===== src/rtl/icu_pkg.sv =====
package icu_pkg;

  typedef struct packed {
    logic       hit;
    logic [2:0] idx;
  } pick_t;

  // command opcodes in bits [7:5] of a command-port write
  localparam logic [2:0] OP_EOI_ANY  = 3'b001;
  localparam logic [2:0] OP_SET_BASE = 3'b010;
  localparam logic [2:0] OP_EOI_LINE = 3'b011;
  localparam logic [2:0] OP_RD_SEL   = 3'b100;
  localparam logic [2:0] OP_POLL     = 3'b110;

  typedef enum logic [2:0] {
    RS_NONE, RS_M_CMD, RS_M_MASK, RS_S_CMD, RS_S_MASK, RS_M_TRIG, RS_S_TRIG
  } rd_src_t;

  // lowest set index wins (fixed priority, line 0 highest)
  function automatic pick_t pick_first(input logic [7:0] v);
    pick_t r;
    r.hit = 1'b0;
    r.idx = 3'd0;
    for (int i = 7; i >= 0; i--) begin
      if (v[i]) begin
        r.hit = 1'b1;
        r.idx = 3'(i);
      end
    end
    return r;
  endfunction

  function automatic logic [7:0] make_vector(input logic [7:0] base, input logic [2:0] line);
    return {base[7:3], line};
  endfunction

endpackage


===== src/rtl/icu_ctrl8.sv =====
module icu_ctrl8 import icu_pkg::*; #(
  parameter logic [7:0] TRIG_WMASK = 8'hFF,
  parameter logic [7:0] BASE_RST   = 8'h08
) (
  input  logic       clk,
  input  logic       rst_n,
  input  logic [7:0] req,
  input  logic [7:0] cas_set,
  input  logic [7:0] clr_vec,
  input  logic       cmd_we,
  input  logic       mask_we,
  input  logic       trig_we,
  input  logic [7:0] wdata,
  input  logic       cmd_rd,
  input  logic       ack_take,
  output logic       present,
  output logic [2:0] winner,
  output logic [7:0] base,
  output logic [7:0] imr_out,
  output logic [7:0] trig_out,
  output logic [7:0] rd0_data,
  output logic       poll_hit
);

  logic [7:0] irr_q, isr_q, imr_q, trig_q, lvl_q, base_q;
  logic [7:0] irr_d, isr_d;
  logic       sel_isr_q, poll_q;
  pick_t      pend_pk, svc_pk;

  assign pend_pk  = pick_first(irr_q & ~imr_q);
  assign svc_pk   = pick_first(isr_q);
  assign present  = pend_pk.hit && (!svc_pk.hit || (pend_pk.idx < svc_pk.idx));
  assign winner   = pend_pk.idx;
  assign poll_hit = cmd_rd && poll_q && present;
  assign base     = base_q;
  assign imr_out  = imr_q;
  assign trig_out = trig_q;

  always_comb begin
    if (poll_q)
      rd0_data = present ? {5'b10000, pend_pk.idx} : 8'h07;
    else
      rd0_data = sel_isr_q ? isr_q : irr_q;
  end

  always_comb begin
    irr_d = (trig_q & req) | (~trig_q & (irr_q | (req & ~lvl_q))) | cas_set;
    isr_d = isr_q;
    if (ack_take) begin
      isr_d[winner] = 1'b1;
      if (!trig_q[winner]) irr_d[winner] = 1'b0;
    end
    if (poll_hit) begin
      irr_d[winner] = 1'b0;
      isr_d[winner] = 1'b0;
    end
    if (cmd_we) begin
      case (wdata[7:5])
        OP_EOI_ANY:  if (svc_pk.hit) isr_d[svc_pk.idx] = 1'b0;
        OP_EOI_LINE: isr_d[wdata[2:0]] = 1'b0;
        default: ;
      endcase
    end
    irr_d = irr_d & ~clr_vec;
    isr_d = isr_d & ~clr_vec;
  end

  always_ff @(posedge clk) begin
    if (!rst_n) begin
      irr_q     <= '0;
      isr_q     <= '0;
      imr_q     <= '0;
      trig_q    <= '0;
      lvl_q     <= '0;
      base_q    <= BASE_RST;
      sel_isr_q <= 1'b0;
      poll_q    <= 1'b0;
    end else begin
      irr_q <= irr_d;
      isr_q <= isr_d;
      lvl_q <= req;
      if (mask_we) imr_q <= wdata;
      if (trig_we) trig_q <= wdata & TRIG_WMASK;
      if (cmd_rd) poll_q <= 1'b0;
      if (cmd_we) begin
        case (wdata[7:5])
          OP_SET_BASE: base_q <= {wdata[4:0], 3'b000};
          OP_RD_SEL:   sel_isr_q <= wdata[0];
          OP_POLL:     poll_q <= 1'b1;
          default: ;
        endcase
      end
    end
  end

  // a new in-service bit only appears after an acknowledge take
  p_isr_set_by_ack_r3: assert property (@(posedge clk) disable iff (!rst_n)
    (|(isr_q & ~$past(isr_q))) |-> $past(ack_take));

  // a level-mode winner remains pending across its acknowledge
  p_level_keeps_pend_r8: assert property (@(posedge clk) disable iff (!rst_n)
    (ack_take && trig_q[winner] && req[winner] && clr_vec == 8'h00) |=> irr_q[$past(winner)]);

  // an edge-mode line found by a poll is no longer pending afterwards
  p_poll_clears_r12: assert property (@(posedge clk) disable iff (!rst_n)
    (poll_hit && !trig_q[winner] && cas_set == 8'h00) |=> !irr_q[$past(winner)]);

endmodule


===== src/rtl/icu_bus_dec.sv =====
module icu_bus_dec import icu_pkg::*; #(
  parameter logic [15:0] M_ADDR  = 16'h0020,
  parameter logic [15:0] S_ADDR  = 16'h00A0,
  parameter logic [15:0] TR_ADDR = 16'h04D0
) (
  input  logic [15:0] addr,
  input  logic [1:0]  size,
  input  logic        wr,
  input  logic        rd,
  output logic        m_cmd_we,
  output logic        m_mask_we,
  output logic        s_cmd_we,
  output logic        s_mask_we,
  output logic        m_trig_we,
  output logic        s_trig_we,
  output logic        m_cmd_rd,
  output logic        s_cmd_rd,
  output rd_src_t     rd_src
);

  localparam logic [14:0] M_PAIR  = M_ADDR[15:1];
  localparam logic [14:0] S_PAIR  = S_ADDR[15:1];
  localparam logic [14:0] TR_PAIR = TR_ADDR[15:1];

  logic    byte_ok;
  rd_src_t hit_src;

  assign byte_ok = (size == 2'd0);

  always_comb begin
    hit_src = RS_NONE;
    if (addr[15:1] == M_PAIR)       hit_src = addr[0] ? RS_M_MASK : RS_M_CMD;
    else if (addr[15:1] == S_PAIR)  hit_src = addr[0] ? RS_S_MASK : RS_S_CMD;
    else if (addr[15:1] == TR_PAIR) hit_src = addr[0] ? RS_S_TRIG : RS_M_TRIG;
  end

  assign m_cmd_we  = wr && byte_ok && hit_src == RS_M_CMD;
  assign m_mask_we = wr && byte_ok && hit_src == RS_M_MASK;
  assign s_cmd_we  = wr && byte_ok && hit_src == RS_S_CMD;
  assign s_mask_we = wr && byte_ok && hit_src == RS_S_MASK;
  assign m_trig_we = wr && byte_ok && hit_src == RS_M_TRIG;
  assign s_trig_we = wr && byte_ok && hit_src == RS_S_TRIG;
  assign m_cmd_rd  = rd && byte_ok && hit_src == RS_M_CMD;
  assign s_cmd_rd  = rd && byte_ok && hit_src == RS_S_CMD;
  assign rd_src    = (rd && byte_ok) ? hit_src : RS_NONE;

  // at most one register is written per access
  always_comb begin
    a_one_write_r11: assert ($onehot0({m_cmd_we, m_mask_we, s_cmd_we, s_mask_we, m_trig_we, s_trig_we}));
  end

endmodule


===== src/rtl/icu_ack_seq.sv =====
module icu_ack_seq import icu_pkg::*; #(
  parameter logic [2:0] CAS_LINE  = 3'd2,
  parameter logic [2:0] SPUR_LINE = 3'd7
) (
  input  logic       clk,
  input  logic       rst_n,
  input  logic       ack_req,
  input  logic       m_present,
  input  logic [2:0] m_win,
  input  logic [7:0] m_base,
  input  logic       s_present,
  input  logic [2:0] s_win,
  input  logic [7:0] s_base,
  output logic       m_take,
  output logic       s_take,
  output logic       ack_vld,
  output logic [7:0] vector
);

  logic       cas_hit;
  logic [7:0] vec_d;

  assign m_take  = ack_req && m_present;
  assign cas_hit = m_take && (m_win == CAS_LINE);
  assign s_take  = cas_hit && s_present;

  always_comb begin
    if (!m_present)   vec_d = make_vector(m_base, SPUR_LINE);
    else if (cas_hit) vec_d = make_vector(s_base, s_present ? s_win : SPUR_LINE);
    else              vec_d = make_vector(m_base, m_win);
  end

  always_ff @(posedge clk) begin
    if (!rst_n) begin
      ack_vld <= 1'b0;
      vector  <= '0;
    end else begin
      ack_vld <= ack_req;
      if (ack_req) vector <= vec_d;
    end
  end

  // acknowledge with no primary request ends on line 7
  p_spur_primary_r5: assert property (@(posedge clk) disable iff (!rst_n)
    (ack_req && !m_present) |=> (vector[2:0] == SPUR_LINE && vector[7:3] == $past(m_base[7:3])));

  // an empty secondary is never taken
  p_spur_secondary_r6: assert property (@(posedge clk) disable iff (!rst_n)
    (cas_hit && !s_present) |=> (vector[2:0] == SPUR_LINE));

endmodule


===== src/rtl/icu_cascade.sv =====
module icu_cascade import icu_pkg::*; #(
  parameter logic [7:0]  M_TRIG_WMASK = 8'hF8,
  parameter logic [7:0]  S_TRIG_WMASK = 8'hDE,
  parameter logic [7:0]  M_BASE_RST   = 8'h08,
  parameter logic [7:0]  S_BASE_RST   = 8'h70,
  parameter logic [2:0]  CAS_LINE     = 3'd2
) (
  input  logic        clk,
  input  logic        rst_n,
  input  logic [15:0] irq_in,
  output logic        cpu_int,
  input  logic        ack_req,
  output logic        ack_vld,
  output logic [7:0]  ack_vector,
  input  logic [15:0] bus_addr,
  input  logic [1:0]  bus_size,
  input  logic        bus_wr,
  input  logic        bus_rd,
  input  logic [7:0]  bus_wdata,
  output logic [7:0]  bus_rdata
);

  localparam logic [7:0] CAS_BIT = 8'(1) << CAS_LINE;

  logic       m_cmd_we, m_mask_we, s_cmd_we, s_mask_we, m_trig_we, s_trig_we;
  logic       m_cmd_rd, s_cmd_rd;
  rd_src_t    rd_src;
  logic       m_present, s_present, m_take, s_take, m_poll_hit, s_poll_hit;
  logic [2:0] m_win, s_win;
  logic [7:0] m_base, s_base, m_imr, s_imr, m_trig, s_trig, m_rd0, s_rd0;
  logic [7:0] m_req, cas_set, m_clr;
  logic [7:0] rd_mux;

  assign m_req   = irq_in[7:0] & ~CAS_BIT;
  assign cas_set = (s_present && !ack_req && !s_poll_hit) ? CAS_BIT : 8'h00;
  assign m_clr   = s_poll_hit ? CAS_BIT : 8'h00;

  icu_bus_dec u_dec (
    .addr(bus_addr), .size(bus_size), .wr(bus_wr), .rd(bus_rd),
    .m_cmd_we(m_cmd_we), .m_mask_we(m_mask_we), .s_cmd_we(s_cmd_we), .s_mask_we(s_mask_we),
    .m_trig_we(m_trig_we), .s_trig_we(s_trig_we), .m_cmd_rd(m_cmd_rd), .s_cmd_rd(s_cmd_rd),
    .rd_src(rd_src)
  );

  icu_ctrl8 #(.TRIG_WMASK(M_TRIG_WMASK), .BASE_RST(M_BASE_RST)) u_prim (
    .clk(clk), .rst_n(rst_n), .req(m_req), .cas_set(cas_set), .clr_vec(m_clr),
    .cmd_we(m_cmd_we), .mask_we(m_mask_we), .trig_we(m_trig_we), .wdata(bus_wdata),
    .cmd_rd(m_cmd_rd), .ack_take(m_take), .present(m_present), .winner(m_win),
    .base(m_base), .imr_out(m_imr), .trig_out(m_trig), .rd0_data(m_rd0), .poll_hit(m_poll_hit)
  );

  icu_ctrl8 #(.TRIG_WMASK(S_TRIG_WMASK), .BASE_RST(S_BASE_RST)) u_sec (
    .clk(clk), .rst_n(rst_n), .req(irq_in[15:8]), .cas_set(8'h00), .clr_vec(8'h00),
    .cmd_we(s_cmd_we), .mask_we(s_mask_we), .trig_we(s_trig_we), .wdata(bus_wdata),
    .cmd_rd(s_cmd_rd), .ack_take(s_take), .present(s_present), .winner(s_win),
    .base(s_base), .imr_out(s_imr), .trig_out(s_trig), .rd0_data(s_rd0), .poll_hit(s_poll_hit)
  );

  icu_ack_seq #(.CAS_LINE(CAS_LINE)) u_ack (
    .clk(clk), .rst_n(rst_n), .ack_req(ack_req),
    .m_present(m_present), .m_win(m_win), .m_base(m_base),
    .s_present(s_present), .s_win(s_win), .s_base(s_base),
    .m_take(m_take), .s_take(s_take), .ack_vld(ack_vld), .vector(ack_vector)
  );

  always_comb begin
    case (rd_src)
      RS_M_CMD:  rd_mux = m_rd0;
      RS_M_MASK: rd_mux = m_imr;
      RS_S_CMD:  rd_mux = s_rd0;
      RS_S_MASK: rd_mux = s_imr;
      RS_M_TRIG: rd_mux = m_trig;
      RS_S_TRIG: rd_mux = s_trig;
      default:   rd_mux = 8'h00;
    endcase
  end

  always_ff @(posedge clk) begin
    if (!rst_n) bus_rdata <= '0;
    else        bus_rdata <= rd_mux;
  end

  assign cpu_int = m_present && !ack_vld;

  // the vector arrives one clock after the request
  p_ack_latency_r7: assert property (@(posedge clk) disable iff (!rst_n)
    ack_req |=> ack_vld);

  // no interrupt request while the vector is on the port
  p_int_quiet_in_ack_r7: assert property (@(posedge clk) disable iff (!rst_n)
    ack_vld |-> !cpu_int);

  // a secondary take always rides on a primary take
  p_sec_take_via_prim_r4: assert property (@(posedge clk) disable iff (!rst_n)
    s_take |-> m_take);

endmodule


===== config.mk =====
export PLATFORM = sky130hd
export DESIGN_NAME = icu_cascade
export DESIGN_NICKNAME = d
export VERILOG_FILES = /design/src/rtl/icu_pkg.sv /design/src/rtl/icu_ctrl8.sv /design/src/rtl/icu_bus_dec.sv /design/src/rtl/icu_ack_seq.sv /design/src/rtl/icu_cascade.sv
export SDC_FILE = /design/constraint.sdc
export NUM_CORES = 1
export LEC_CHECK = 0
export BUFFER_PORTS_ARGS = -buffer_cell sky130_fd_sc_hd__buf_2
export CORE_MARGIN = 1.5
export CORE_UTILIZATION = 45
export CTS_CLUSTER_DIAMETER = 50
export DETAILED_ROUTE_END_ITERATION = 8
export PLACE_DENSITY = 0.66
export RECOVER_POWER = 50
export SYNTH_ARGS = -nofsm -noshare
export SYNTH_HDL_FRONTEND = slang
export SYNTH_SLANG_ARGS = --single-unit

===== constraint.sdc =====
create_clock -name clk -period 5.8 [get_ports clk]
set_input_delay 0.87 -clock clk [delete_from_list [all_inputs] [get_ports clk]]
set_output_delay 0.87 -clock clk [all_outputs]
set_load 0.005 [all_outputs]

Word-level counts from Yosys, hierarchy flattened
Index checks and enable logic that the tools add are counted.

word-level totals
  register bits after elaboration = 106
  input port bits = 47
  logic and storage cells = 218

cells by class
  magnitude comparators = 12
  equality and inequality tests = 21
  muxes and demuxes = 87
  bitwise gates (word level) = 39
  reduce and logical (&&, ||, !) cells = 39

operators by type and width
  kind                  count
  $mux 8                22
  $and 8x8->8           20
  $mux 4                32
  $not 8->8             11
  $or 8x8->8            6
  $pmux 8 s6            1
  $pmux 8 s2            2
  $logic_and 1x1->1     27
  $eq 3x3->1 const B    8
  $mux 3                8
  $eq 3x2->1 const B    7
  $lt 3x4->1 const B    5
  $demux 1 s3           5
  $eq 15x10->1 const B  1
  $eq 15x5->1 const B   1
  $eq 15x7->1 const B   1
  $ge 3x1->1 const B    5
  $mux 1                13
  $eq 3x1->1 const B    3
  $not 3->8             1
  $or 8x3->8            1
  $reduce_and 2->1      4
  $bmux 1 s3            2
  $lt 3x3->1            2
  other kinds (4)       10

Logic depth before layout (Yosys ltp)
  depth in word-level cells = 24
  mapped depth = 13

Modules after synthesis
A second synthesis with hierarchy kept.

unflattened totals
  cell total of the unflattened synthesis = 779
  area total of the unflattened synthesis = 6740.2 um^2

modules (own cells, without submodules)
  module               instances  cells an instance  area each (um^2)  seq. area each (um^2)
  icu_ctrl8 at u_prim  1          308                2710.1            880.8
  icu_ctrl8 at u_sec   1          317                2668.8            900.9
  icu_cascade          1          74                 681.9             160.2
  icu_ack_seq          1          50                 412.9             180.2
  icu_bus_dec          1          30                 266.5             0.0

Least setup slack after synthesis
OpenSTA, ideal clock, no wires.

  path kind = register -> output
  from = register u_prim.isr_q[0]
  to = output cpu_int
  arrival = 2.168 ns
  slack = 2.762 ns
  cell stages (with the launch flop) = 10
  buffers on the path = 1
  cell sequence = dfxtp_1 -> buf_6 -> or4_4 -> nand2b_1 -> ha_1 -> a21oi_1 -> o21ai_0 -> a21oi_1 -> a21o_2 -> and3b_1

on the way
  word-level cells in the longest chain between the ends = 5

RTL lines
  item                                           line               source
  start, declared                                icu_ctrl8.sv:25    logic [7:0] irr_q, isr_q, imr_q, trig_q, lvl_q, base_q;
  start signal, assigned                         icu_ctrl8.sv:80    isr_q <= isr_d;
  $mux 4 *                                       icu_pkg.sv:25      if (v[i]) begin
  $lt 3x3->1 or $logic_not 1->1 (tied branches)  icu_ctrl8.sv:32    assign present = pend_pk.hit && (!svc_pk.hit || (pend_pk.idx < svc_pk.idx));
  $logic_or 1x1->1 *                             icu_ctrl8.sv:32
  $logic_and 1x1->1 *                            icu_ctrl8.sv:32
  $logic_and 1x1->1 *                            icu_cascade.sv:83  assign cpu_int = m_present && !ack_vld;
  end, declared                                  icu_cascade.sv:11  output logic cpu_int,

Every way passes the cells marked *; elsewhere a longest branch is shown, timed or not.

Final worst setup path
  from = register u_prim.imr_q[4], in the netlist u_prim.imr_out[4]
  to = output cpu_int

on the way
  word-level cells in the longest chain between the ends = 11

RTL lines
  item                    line               source
  start, declared         icu_ctrl8.sv:25
  start signal, assigned  icu_ctrl8.sv:82    if (mask_we) imr_q <= wdata;
  $not 8->8 *             icu_ctrl8.sv:30    assign pend_pk = pick_first(irr_q & ~imr_q);
  $and 8x8->8 *           icu_ctrl8.sv:30
  $mux 4 * (5 in a row)   icu_pkg.sv:25
  $lt 3x3->1              icu_ctrl8.sv:32
  $logic_or 1x1->1        icu_ctrl8.sv:32
  $logic_and 1x1->1 *     icu_ctrl8.sv:32
  $logic_and 1x1->1 *     icu_cascade.sv:83

Marks and branches as above.

==> flow_summary_export.csv <==
group,metric,value,unit
placed_design,numPortBuffers,63,
routing,firstDrtPassIters,6,
synthesis,synth_fp_nets,755,
global_routing,grt_pass1_wl,27.7,mm
critical_path,cp_data_required_time,4.93,ns
global_routing,grt_usage,27.1,%
final_layout,utilization,51.1,%
routing,drc,0,
routing,first_iter_violations,507,
clock_tree,hold_buffers,0,
clock_tree,htreeDepth,3,
timing,max_freq,0.262,GHz
hold_path,hold_start,"u_sec.base[5]",
final_layout,final_cell_mix,"dfxtp_1, a21oi_1, nor2b_1",
routing,detail_route.wl_per_cell,19.2,um
routing,vias,5505,
synthesis,ys.flop_type,"dfxtp_1",
timing,period_minus_slack,3.82,ns
critical_path,r2r_start,"u_prim.imr_out[4]",
synthesis,synth.avg_cell_area,8.32,sq um
clock_tree,cts_buffer_depth,2,
global_routing,grt_overflow,0,
run,maxCapViolCount,0,
floorplanning,fp.dieW,117,um
clock_tree,post_cts_buffers,0,
clock_tree,cts_tree,"yes",
timing,slew_violations,0,
critical_path,cp.arrival,2.95,ns
critical_path,crit_start,"u_prim.imr_out[4]",
routing,wl,17.7,mm
clock_tree,cts_resized,0,
critical_path,worstSetupEndpointType,"output pin",
global_routing,grt_max_degree,98,
clock_tree,cts-root-buf,"clkbuf_16",
global_routing,antenna_found_initial,0,
floorplanning,rows,41,
clock_tree,clk_latency,0.36,ns
floorplanning,core-area,12700,sq um
routing,ant_nets,0,
floorplanning,io_pins,65,
global_routing,first_global_vias,4998,
timing,skew,0.00955,ns
synthesis,synth-edff-count,0,
critical_path,cp-start-kind,"flop",
placed_design,gp_congestion,0.957,
clock_tree,clk_pin_slew_worst_paths,0.08,ns
timing,hold_viol_final,0,
synthesis,seq_area_frac_synth,35.9,%
timing,setup_viol,0,
timing,worst_slew_pin_slew,0.932,ns
clock_tree,clkSinkCount,105,
routing,viasPerCell,5.96,
floorplanning,die_area,13700,sq um
critical_path,crit_type,"reg2out",
clock_tree,cts_buffers,9,
placed_design,hpwlAfterDp,13.6,mm
outcome,outcome,"finished, final reports clean",
hold_path,min_path_type,"reg2reg",
floorplanning,die_y,117,um
pwr,leakage,2.34,nW
pwr,power.density,266,nW/um^2
synthesis,synth_seq_cells,105,
timing,fin_tns_setup,0,ns
final_layout,antenna_cells,0,
synthesis,async_flop_share,0,%
timing,rsz0062_at_grt,"false",
floorplanning,initial_core_util,46.2,%
timing,slew_headroom,37.6,%
synthesis,yosysWarnings,0,
timing,period_share,65.8,%
pwr,ir_drop,0.172,mV
final_layout,layout_commonest_cell,"dfxtp_1",
synthesis,synth.distinct_cells,73,
final_layout,drive_above_1_share,12.4,%
critical_path,critPathMaxFanout,9,
synthesis,syn_area,5860,sq um
final_layout,syn_to_final_growth,10.6,%
synthesis,syn_inst,704,
final_layout,fin_nets,797,
[worst max-delay path, stage by stage, from the launching register on]
cell and delay (ns):
dfxtp_1 0.40, nor2b_1 0.13, or2_1 0.29, nor3_1 0.34, nor2_1 0.11, ha_1 0.30, a21oi_1 0.16, o21ai_0 0.10
a21oi_1 0.21, a21o_2 0.28, and3b_1 0.17, buf_2 0.10
[final timing paths]
path	cells past startpoint	end	slack, ns
min	2	u_sec.base[5]	0.48
max	11	cpu_int	1.98
max reg2reg	12	u_sec.irr_q[6]	2.26
min reg2reg	2	u_sec.base[5]	0.48
[layer usage]
layer | wire [um] | vias to the layer above | share of wire (%) | track usage, %
met4 | 566 | 0 | 3.2 | 10.9
met1 | 8370 | 2586 | 47 | 39.4
met3 | 1150 | 45 | 6.5 | 4.17
met2 | 7670 | 223 | 43 | 40.1
li1 | - | 2651 | - | -
met5 | 0 | - | 0 | 0
[state kept, by name (all words and copies together), names as in the netlist, 5 cells and up]
| register | flops |
|---|---|
| u_sec.isr_q | 8 |
| u_ack.vector | 8 |
| u_sec.imr_out | 8 |
| u_prim.lvl_q | 7 |
| u_prim.irr_q | 8 |
| u_sec.trig_out | 6 |
| u_prim.imr_out | 8 |
| u_prim.base | 5 |
| u_sec.irr_q | 8 |
| bus_rdata | 8 |
| u_sec.lvl_q | 8 |
| u_prim.isr_q | 8 |
| u_sec.base | 5 |
| u_prim.trig_out | 5 |
[synth_stat cells (4+ instances only)]
library cell / n / share of area [%]
and3_1: 6 / 0.64
buf_2: 5 / 0.43
nor3_1: 13 / 1.1
o21ai_0: 55 / 4.7
o31ai_1: 16 / 2.1
ha_1: 4 / 0.85
and2_1: 21 / 2.2
a21o_1: 4 / 0.51
nor2b_1: 58 / 6.2
inv_1: 26 / 1.7
dfxtp_1: 105 / 36
nand2_1: 51 / 3.3
a22oi_1: 8 / 1.0
mux2_2: 7 / 1.3
mux2i_1: 50 / 8.5
nor2_1: 53 / 3.4
nand3_1: 11 / 0.94
nand2b_1: 13 / 1.4
a31oi_1: 9 / 0.96
o32a_1: 5 / 0.85
a21oi_1: 60 / 5.1
a211oi_1: 19 / 2.4
clkbuf_1: 22 / 1.4
[power by group]
part,internal (W),switching [W],leakage (nW)
registers,0.000748,0.0000265,0.857
logic,0.000119,0.000212,1.34
clock network,0.000305,0.000310,0.143
[cells by family (layout without fill, tap and decap cells)]
| group | after synthesis | in the layout | synth area share [%] |
|---|---|---|---|
| DFF | 105 | 105 | 35.9 |
| adders and majority gates | 4 | 4 | 0.855 |
| and+or+nand+nor | 266 | 266 | 25.1 |
| buffers and inverters | 59 | 106 | 4.40 |
| muxes | 57 | 57 | 9.89 |
| AOI/OAI and AO/OA | 213 | 213 | 23.9 |
[per-stage QoR]
stage	total power, W	setup slack [ns]	std cells	hold slack [ns]	area (sq um)
after global placement	0.00111	2.39	907	0.452	6230
final	0.00172	1.98	923	0.476	6480
after floorplan	0.00101	2.76	704	0.440	5860
after detailed placement	0.00112	2.40	907	0.456	6230
after CTS	0.00173	2.02	923	0.474	6530
after global routing	0.00180	1.72	923	0.519	6480
[area by class of cell]
type | count | area, sq um
fillers | 1265 | 6190
flip-flops and latches | 105 | 2100
inverters | 26 | 97.6
multi-input cells | 540 | 3460
clock inverters | 7 | 72.6
repair buffers | 64 | 300
clock buffers | 9 | 225
well taps | 172 | 215
Note: power is estimated with default switching activity, not from simulation.
